[src/rtl/lc_pkg.sv]
package lc_pkg;
  typedef enum logic {
    WALK_IDLE  = 1'b0,
    WALK_PROBE = 1'b1
  } walk_state_e;
endpackage

[src/rtl/lc_store.sv]
module lc_store #(
  parameter int ENTRIES = 8,
  parameter int IDX_W   = 3,
  parameter int TAG_W   = 27,
  parameter int DATA_W  = 32
) (
  input  logic              clk,
  input  logic              rst_n,
  input  logic              wr_en,
  input  logic [IDX_W-1:0]  wr_idx,
  input  logic              wr_valid,
  input  logic [TAG_W-1:0]  wr_tag,
  input  logic [DATA_W-1:0] wr_data,
  input  logic              wr_link_ok,
  input  logic [IDX_W-1:0]  wr_link,
  input  logic [IDX_W-1:0]  rd_idx,
  output logic              rd_valid,
  output logic [TAG_W-1:0]  rd_tag,
  output logic [DATA_W-1:0] rd_data,
  output logic              rd_link_ok,
  output logic [IDX_W-1:0]  rd_link
);
  logic              valid_q   [ENTRIES];
  logic [TAG_W-1:0]  tag_q     [ENTRIES];
  logic [DATA_W-1:0] data_q    [ENTRIES];
  logic              link_ok_q [ENTRIES];
  logic [IDX_W-1:0]  link_q    [ENTRIES];

  for (genvar e = 0; e < ENTRIES; e++) begin : g_entry
    logic sel;
    assign sel = wr_en && (wr_idx == IDX_W'(e));
    always_ff @(posedge clk or negedge rst_n) begin
      if (!rst_n) begin
        valid_q[e]   <= 1'b0;
        tag_q[e]     <= '0;
        data_q[e]    <= '0;
        link_ok_q[e] <= 1'b0;
        link_q[e]    <= '0;
      end else if (sel) begin
        valid_q[e]   <= wr_valid;
        tag_q[e]     <= wr_tag;
        data_q[e]    <= wr_data;
        link_ok_q[e] <= wr_link_ok;
        link_q[e]    <= wr_link;
      end
    end
  end

  assign rd_valid   = valid_q[rd_idx];
  assign rd_tag     = tag_q[rd_idx];
  assign rd_data    = data_q[rd_idx];
  assign rd_link_ok = link_ok_q[rd_idx];
  assign rd_link    = link_q[rd_idx];
endmodule

[src/rtl/lc_walker.sv]
module lc_walker
  import lc_pkg::*;
#(
  parameter int ENTRIES = 8,
  parameter int IDX_W   = 3,
  parameter int TAG_W   = 27,
  parameter int DATA_W  = 32,
  parameter int CNT_W   = 4
) (
  input  logic              clk,
  input  logic              rst_n,
  input  logic              start,
  input  logic [TAG_W-1:0]  start_tag,
  input  logic [IDX_W-1:0]  start_idx,
  input  logic              ent_valid,
  input  logic [TAG_W-1:0]  ent_tag,
  input  logic [DATA_W-1:0] ent_data,
  input  logic              ent_link_ok,
  input  logic [IDX_W-1:0]  ent_link,
  output logic [IDX_W-1:0]  probe_idx,
  output logic              ready,
  output logic              done,
  output logic              hit,
  output logic [DATA_W-1:0] instr,
  output logic [CNT_W-1:0]  probes,
  output logic              probe_active,
  output logic              probe_first,
  output logic              probe_match,
  output logic              probe_stop
);
  walk_state_e      state_q;
  logic [TAG_W-1:0] tag_q;
  logic [IDX_W-1:0] ptr_q;
  logic [CNT_W-1:0] cnt_q;
  logic             first_q;
  logic [CNT_W-1:0] cnt_next;
  logic             probe_dead;

  // a chained entry is trusted on its tag; only the head needs its valid bit
  function automatic logic entry_accepts(input logic is_head, input logic vld,
                                         input logic [TAG_W-1:0] have,
                                         input logic [TAG_W-1:0] want);
    return (have == want) && (vld || !is_head);
  endfunction

  function automatic logic may_follow(input logic link_ok, input logic [CNT_W-1:0] seen);
    return link_ok && (seen < CNT_W'(ENTRIES));
  endfunction

  assign probe_active = (state_q == WALK_PROBE);
  assign probe_first  = probe_active && first_q;
  assign cnt_next     = cnt_q + CNT_W'(1);
  assign probe_dead   = probe_first && !ent_valid;
  assign probe_match  = probe_active && entry_accepts(first_q, ent_valid, ent_tag, tag_q);
  assign probe_stop   = probe_active &&
                        (probe_dead || probe_match || !may_follow(ent_link_ok, cnt_next));
  assign ready        = (state_q == WALK_IDLE);
  assign probe_idx    = ptr_q;

  always_ff @(posedge clk or negedge rst_n) begin
    if (!rst_n) begin
      state_q <= WALK_IDLE;
      tag_q   <= '0;
      ptr_q   <= '0;
      cnt_q   <= '0;
      first_q <= 1'b0;
      done    <= 1'b0;
      hit     <= 1'b0;
      instr   <= '0;
      probes  <= '0;
    end else begin
      done  <= 1'b0;
      hit   <= 1'b0;
      instr <= '0;
      case (state_q)
        WALK_IDLE: begin
          if (start) begin
            tag_q   <= start_tag;
            ptr_q   <= start_idx;
            cnt_q   <= '0;
            first_q <= 1'b1;
            state_q <= WALK_PROBE;
          end
        end
        WALK_PROBE: begin
          cnt_q   <= cnt_next;
          first_q <= 1'b0;
          ptr_q   <= ent_link;
          if (probe_stop) begin
            state_q <= WALK_IDLE;
            done    <= 1'b1;
            hit     <= probe_match;
            instr   <= probe_match ? ent_data : '0;
            probes  <= cnt_next;
          end
        end
        default: state_q <= WALK_IDLE;
      endcase
    end
  end
endmodule

[src/rtl/linkcache_fetch.sv]
module linkcache_fetch #(
  parameter int ENTRIES = 8,
  parameter int ADDR_W  = 32,
  parameter int DATA_W  = 32,
  parameter int OFF_W   = 2,
  localparam int IDX_W  = $clog2(ENTRIES),
  localparam int TAG_W  = ADDR_W - IDX_W - OFF_W,
  localparam int CNT_W  = $clog2(ENTRIES + 1)
) (
  input  logic              clk,
  input  logic              rst_n,
  input  logic              req,
  input  logic [ADDR_W-1:0] addr,
  output logic              ready,
  output logic              done,
  output logic              hit,
  output logic [DATA_W-1:0] instr,
  output logic [CNT_W-1:0]  probes,
  input  logic              wr_en,
  input  logic [IDX_W-1:0]  wr_idx,
  input  logic              wr_valid,
  input  logic [TAG_W-1:0]  wr_tag,
  input  logic [DATA_W-1:0] wr_instr,
  input  logic              wr_link_ok,
  input  logic [IDX_W-1:0]  wr_link
);
  function automatic logic [TAG_W-1:0] addr_tag(input logic [ADDR_W-1:0] a);
    return a[ADDR_W-1:IDX_W+OFF_W];
  endfunction

  function automatic logic [IDX_W-1:0] addr_index(input logic [ADDR_W-1:0] a);
    return a[IDX_W+OFF_W-1:OFF_W];
  endfunction

  logic              unused_offset;
  logic              req_accept;
  logic [IDX_W-1:0]  probe_idx;
  logic              ent_valid;
  logic [TAG_W-1:0]  ent_tag;
  logic [DATA_W-1:0] ent_data;
  logic              ent_link_ok;
  logic [IDX_W-1:0]  ent_link;
  logic              probe_active;
  logic              probe_first;
  logic              probe_match;
  logic              probe_stop;

  assign unused_offset = ^addr[OFF_W-1:0];
  assign req_accept    = req && ready;

  lc_store #(
    .ENTRIES(ENTRIES), .IDX_W(IDX_W), .TAG_W(TAG_W), .DATA_W(DATA_W)
  ) u_store (
    .clk(clk), .rst_n(rst_n),
    .wr_en(wr_en), .wr_idx(wr_idx), .wr_valid(wr_valid), .wr_tag(wr_tag),
    .wr_data(wr_instr), .wr_link_ok(wr_link_ok), .wr_link(wr_link),
    .rd_idx(probe_idx), .rd_valid(ent_valid), .rd_tag(ent_tag),
    .rd_data(ent_data), .rd_link_ok(ent_link_ok), .rd_link(ent_link)
  );

  lc_walker #(
    .ENTRIES(ENTRIES), .IDX_W(IDX_W), .TAG_W(TAG_W), .DATA_W(DATA_W), .CNT_W(CNT_W)
  ) u_walker (
    .clk(clk), .rst_n(rst_n),
    .start(req_accept), .start_tag(addr_tag(addr)), .start_idx(addr_index(addr)),
    .ent_valid(ent_valid), .ent_tag(ent_tag), .ent_data(ent_data),
    .ent_link_ok(ent_link_ok), .ent_link(ent_link),
    .probe_idx(probe_idx), .ready(ready), .done(done), .hit(hit),
    .instr(instr), .probes(probes),
    .probe_active(probe_active), .probe_first(probe_first),
    .probe_match(probe_match), .probe_stop(probe_stop)
  );
endmodule

[config.mk]
export PLATFORM = sky130hd
export DESIGN_NAME = linkcache_fetch
export DESIGN_NICKNAME = d
export VERILOG_FILES = /design/src/rtl/lc_pkg.sv /design/src/rtl/lc_store.sv /design/src/rtl/lc_walker.sv /design/src/rtl/linkcache_fetch.sv
export SDC_FILE = /design/constraint.sdc
export NUM_CORES = 1
export LEC_CHECK = 0
export BUFFER_PORTS_ARGS = -buffer_cell sky130_fd_sc_hd__buf_4
export CAP_MARGIN = 0
export CELL_PAD_IN_SITES_DETAIL_PLACEMENT = 0
export CELL_PAD_IN_SITES_GLOBAL_PLACEMENT = 1
export CORE_ASPECT_RATIO = 0.6
export CORE_MARGIN = 8
export CORE_UTILIZATION = 50
export DETAILED_ROUTE_END_ITERATION = 8
export GPL_TIMING_DRIVEN = 1
export PLACE_DENSITY = 0.75
export SKIP_LAST_GASP = 1
export SYNTH_ARGS = -nofsm -noshare
export SYNTH_HDL_FRONTEND = slang
export SYNTH_SLANG_ARGS = --single-unit
[constraint.sdc]
create_clock -name clk -period 6.3 [get_ports clk]
set_input_delay 0.315 -clock clk [delete_from_list [all_inputs] [get_ports clk]]
set_output_delay 0.315 -clock clk [all_outputs]
set_load 0.01 [all_outputs]
After elaboration in Yosys (flattened, before gate mapping)
Cells that the tools add are included.
- register bits: 586
- bits of input ports: 103
- word-level logic and storage cells: 118
- add/subtract/negate cells: 1
- equal/unequal tests: 9
- order comparisons: 2
- reductions and logical operators: 24
- bitwise gates (word level): 2
- mux-type cells: 31
- operator list (cell ; number):
    two-way mux 32 bit ; 5
    binary-select mux 32 bit (select 3 bit) ; 1
    binary-select mux 27 bit (select 3 bit) ; 1
    two-way mux 27 bit ; 2
    == test 27 bit ; 1
    logical AND 1 bit ; 15
    == test 3 bit, second input constant ; 4
    two-way mux 1 bit ; 11
    binary-select mux 3 bit (select 3 bit) ; 1
    two-way mux 3 bit ; 3
    one-hot mux 4 bit (2 select lines) ; 1
    binary-select mux 1 bit (select 3 bit) ; 2
    == test 3 x 2 -> 1 bit, second input constant ; 2
    one-hot mux 3 bit (2 select lines) ; 1
    adder 4 x 1 -> 4 bit, second input constant ; 1
    >= comparator 4 bit, second input constant ; 1
    less-than comparator 4 bit, second input constant ; 1
    two-way mux 4 bit ; 1
    inverter 3 -> 4 bit ; 1
    one-hot mux 1 bit (2 select lines) ; 2
    AND reduction 2 bit ; 2
    == test 3 x 1 -> 1 bit, second input constant ; 1
    zero test 1 bit ; 3
    zero test 3 bit ; 1
    3 further kinds ; 5

Depth between registers and ports, before layout
- depth in word-level cells: 12
- mapped depth: 13
- mapped depth without buffers: 7

By module
A second synthesis with hierarchy kept.
- cell total of the unflattened synthesis: 1537
- area total of the unflattened synthesis: 25773.5 µm²
- modules (own cells, without submodules) (module ; instances ; area an instance (µm²) ; sequential area each (µm²) ; cells each):
    lc_store ; 1 ; 22779.3 ; 12812.3 ; 1314
    lc_walker ; 1 ; 2987.9 ; 1851.8 ; 222
    linkcache_fetch ; 1 ; 6.3 ; 0.0 ; 1

Least setup slack after synthesis
OpenSTA, ideal clock, no wires.
- path type: flip-flop to flip-flop
- from: register u_walker.ptr_q[2] (netlist: u_walker.probe_idx[2])
- to: register u_walker.probes[0]
- cell stages (with the launch flop): 12
- path slack: 3.415 ns
- setup time: 0.087 ns
- data arrival time: 2.798 ns
- clock period less this slack: 2.885 ns
- path buffers: 4
- required time: 6.213 ns
- cell sequence: dfrtp_1 clkbuf_1 buf_2 buf_2 buf_2 mux4_2 mux2i_1 xor2_1 nor4b_2 nand4_1 or4_1 o211ai_1
- cells in the longest elaborated chain, start to end: 11
- RTL lines (what ; line ; text):
    start, declared ; lc_walker.sv:33 ; logic [IDX_W-1:0] ptr_q;
    start signal, assigned ; lc_walker.sv:79 ; ptr_q <= start_idx;
    start signal, assigned ; lc_walker.sv:88 ; ptr_q <= ent_link;
    inverter 3 -> 4 bit (implied by the code) * ; lc_store.sv:49, lc_store.sv:50, lc_store.sv:52 ;
    binary-select mux 27 bit (select 3 bit) / binary-select mux 1 bit (select 3 bit) (equally long branches) ; lc_store.sv:50, lc_store.sv:49 ;
    two-way mux 27 bit (implied by the code) / two-way mux 1 bit (equally long branches) (2 in series) ; lc_store.sv:50, lc_store.sv:49 ;
    == test 27 bit / logical OR 1 bit (equally long branches) ; lc_walker.sv:43 ; return (have == want) && (vld || !is_head);
    logical AND 1 bit ; lc_walker.sv:43 ;
    logical AND 1 bit ; lc_walker.sv:54 ; assign probe_match = probe_active && entry_accepts(first_q, ent_valid, ent_tag, tag_q);
    logical OR 1 bit ; lc_walker.sv:56 ; (probe_dead || probe_match || !may_follow(ent_link_ok, cnt_next));
    logical OR 1 bit * ; lc_walker.sv:56 ;
    logical AND 1 bit * ; lc_walker.sv:55 ; assign probe_stop = probe_active &&
    AND reduction 2 bit (no line) * ; -- ;
    end signal, assigned ; lc_walker.sv:94 ; probes <= cnt_next;
    end, declared ; lc_walker.sv:25 ; output logic [CNT_W-1:0] probes,
Every way passes the cells marked *; elsewhere a longest branch is shown, timed or not. The select of a mux whose other input is x is not followed.
A chain may end at the register's enable or synchronous reset.

Final worst setup path
- from: register u_walker.ptr_q[0] (netlist: u_walker.probe_idx[0])
- to: register u_walker.instr[30]
- cells in the longest elaborated chain, start to end: 12
- RTL lines (what ; line ; text):
    inverter 3 -> 4 bit (implied by the code) * ; -- ;
    binary-select mux 27 bit (select 3 bit) / binary-select mux 1 bit (select 3 bit) (equally long branches) ; lc_store.sv:50, lc_store.sv:49 ;
    two-way mux 27 bit (implied by the code) / two-way mux 1 bit (equally long branches) (2 in series) ; lc_store.sv:50, lc_store.sv:49 ;
    == test 27 bit / logical OR 1 bit (equally long branches) ; lc_walker.sv:43 ;
    logical AND 1 bit ; lc_walker.sv:43 ;
    logical AND 1 bit ; lc_walker.sv:54 ;
    logical OR 1 bit (2 in series) ; lc_walker.sv:56 ;
    logical AND 1 bit ; lc_walker.sv:55 ;
    two-way mux 32 bit * ; lc_walker.sv:89 ; if (probe_stop) begin
    two-way mux 32 bit * ; lc_walker.sv:75 ; case (state_q)
    end signal, assigned ; lc_walker.sv:93 ; instr <= probe_match ? ent_data : '0;
    end, declared ; lc_walker.sv:24 ; output logic [DATA_W-1:0] instr,
Marked as above.

==> metrics <==
status=finished clean; Die Width=between 300 and 400 microns; top cell type's share of synthesized area=around 57%; Synth cell types=slightly below 50; starting density of the core=50.7%; Hold Crit Class=primary input to register; PD cells=around 420 nW/um^2; Worst-Margin Slew=1.06 ns; top cells by count, synth=dfrtp_1 (586), mux2_2 (539), mux4_2 (113); full die area=about 60,000 sq um; EDFF count, synth=0; slew margin rel.=between 20 and 30%; Final Hold Violating Endpoints=0; most frequent cell after synthesis=dfrtp_1; vias per inst=roughly 5.7; via count=14,100; RSZ-0062 raised after global routing=no; fin cells=around 2,500; pre-CTS setup slack=between 1.5 and 2 ns; Seq/Total Area, Yosys=a little under three fifths; fin crit share=roughly 70%; required time worst endpoint=6.81 ns; Setup TNS=0 ns; critical path arrival=4.92 ns; routed wire length=between 50 and 60 mm; layout cells sized above 1=54.0%; largest net degree at the start of global routing=183; WL/cell=between 20 and 25 microns; CTS tree=yes; number of global-route vias before repair=around 15,000; DR pass1 iterations=4; ANT nets after route=0; initial antenna violation count=3; top_reg_cell synth=dfrtp_1; Slew Viols, Final=0; FFs w/ async S/R, synth=between 90% and 100%; Tot GR Track Use=just under 20%; setup repair bufs after CTS=0; Finished Core Util=between 50% and 60%; num rows=64; area delta synth->final=15.3%; startpoint types=register; YS warnings=0; Final WS setup=roughly 1.9 ns; worst skew pair latency=a little under 0.6 ns; syn avg cell area=~17 sq um; # DRC=0; Final min period=4.41 ns; grt ovf=0; PnR Total Power=approximately 12 mW; Crit Path Max Fanout=49; Syn Inst Count=1,555; Port Buffers=~140; GPL Wtd Cong=~0.77; ranking of synthesized cells by area=dfrtp_1 (57%), mux2_2 (23%), mux4_2 (9.8%); Finished Cell Area=about 30,000 sq um; clock-pin slew on the worst setup and hold paths=~0.070 ns; CTS resizes=0; # clock sinks=~590; I/O pin total=approximately 140; Die Y=192 microns; root buf cell=clkbuf_16; Worst Hold Slack=0.0258 ns; worst setup path category=register to register; MaxCap Viol Count=0; Area after DPL=27,600 sq um; core area=approximately 51,000 sq um; first-pass GRT wire length=around 91 mm; clk buf depth=3; drt first-iter violations=roughly 810; CP endpoint kind=register; flops & latches, synth=about 600; TritonCTS Buffers=54; leak pwr=approximately 13 nW; synthesized area=between 20,000 and 30,000 sq um; dominant cell type by area after synthesis=dfrtp_1; Final nets=roughly 1,800; H-Tree Depth=2; Post-Route Skew=0.0135 ns; Max Fclk=about 230 MHz; Inst Count DP=2,321; Net Count, Synth=approximately 1,700; placed wire-length estimate=34.0 mm; Peak supply drop=about 0.00027 V; final setup vio count=0
[state kept, by name (all words and copies together) (netlist names), 3 cells and up]
register,count
u_walker.probes,4
u_store.link_ok_q,8
u_store.data_q,256
u_walker.instr,32
u_walker.tag_q,27
u_store.valid_q,8
u_store.tag_q,216
u_walker.cnt_q,4
u_store.link_q,24
u_walker.probe_idx,3
[layer usage]
layer	routed length, microns	vias to the layer above	track usage [%]
li1	-	6157	-
met1	26200	7661	27.4
met2	28100	192	32.3
met3	2240	85	3.54
met4	1040	4	3.89
met5	23	-	0
[kinds of logic (layout without fill, tap and decap cells)]
logic type | count (synthesis) | count (layout) | share of synthesized area, %
muxes | 729 | 729 | 37.2
DFF | 586 | 586 | 56.6
buffers and inverters | 103 | 312 | 2.01
and+or+nand+nor | 88 | 88 | 2.66
xor gates and xnor gates | 29 | 29 | 0.980
AOI/OAI and AO/OA | 19 | 19 | 0.517
adders and majority gates | 1 | 1 | 0.0483
other | 0 | 1 | 0
[placed cells by master, fill, tap and decap left out, drive strengths merged, types with 4 or more instances in the layout]
cell type    instances
nand2b               5
mux2i               62
nor2b                4
dlygate4sd3         39
xor2                 4
buf                173
nor2                36
nand2               11
nand4b               4
mux4               128
clkinv              12
xnor2               25
dfrtp              586
mux2               539
clkbuf              82
nor4                 8
bufinv               4
[power by group]
group | internal (mW) | total [mW] | switching [mW]
clock | 1.97 | 3.38 | 1.41
sequential | 4.61 | 5.30 | 0.691
combinational | 2.12 | 3.76 | 1.64
total | 8.70 | 12.4 | 3.74
[worst paths after layout]
check | startpoint | end | slack [ns] | cells after the start
max in group asynchronous | rst_n | u_store.tag_q[23] | 4.41 | 3
min | wr_tag[17] | u_store.tag_q[17] | 0.03 | 2
max | u_walker.probe_idx[0] | u_walker.instr[30] | 1.89 | 9
max reg2reg | u_walker.probe_idx[0] | u_walker.instr[30] | 1.89 | 9
min in group asynchronous | rst_n | u_store.tag_q[28] | 0.37 | 2
min reg2reg | u_store.tag_q[132] | u_store.tag_q[132] | 0.50 | 1
[cell type report]
cell class | instances | area [sq um]
clock buffer | 82 | 1660
tap | 693 | 867
inverter | 3 | 11.3
clock inverter | 15 | 175
timing repair buffer | 212 | 1720
fill | 3953 | 21200
antenna | 1 | 2.50
sequential | 586 | 14700
multi-input combinational | 866 | 10700
[critical path, stage by stage, from the launching register on]
cell and delay, ns:
dfrtp_4 1.11, buf_4 0.49, buf_4 0.32, mux4_2 0.52, mux2i_1 0.22, xnor2_1 0.13, nand3b_1 0.17, or4_4 0.67
buf_4 0.42, nor2_4 0.19
[timing repair]
item,CTS,global route
setup endpoints to repair,0,0
hold buffers,39,0
hold endpoints to repair,155,0
Power figures use the tool's default switching activity.
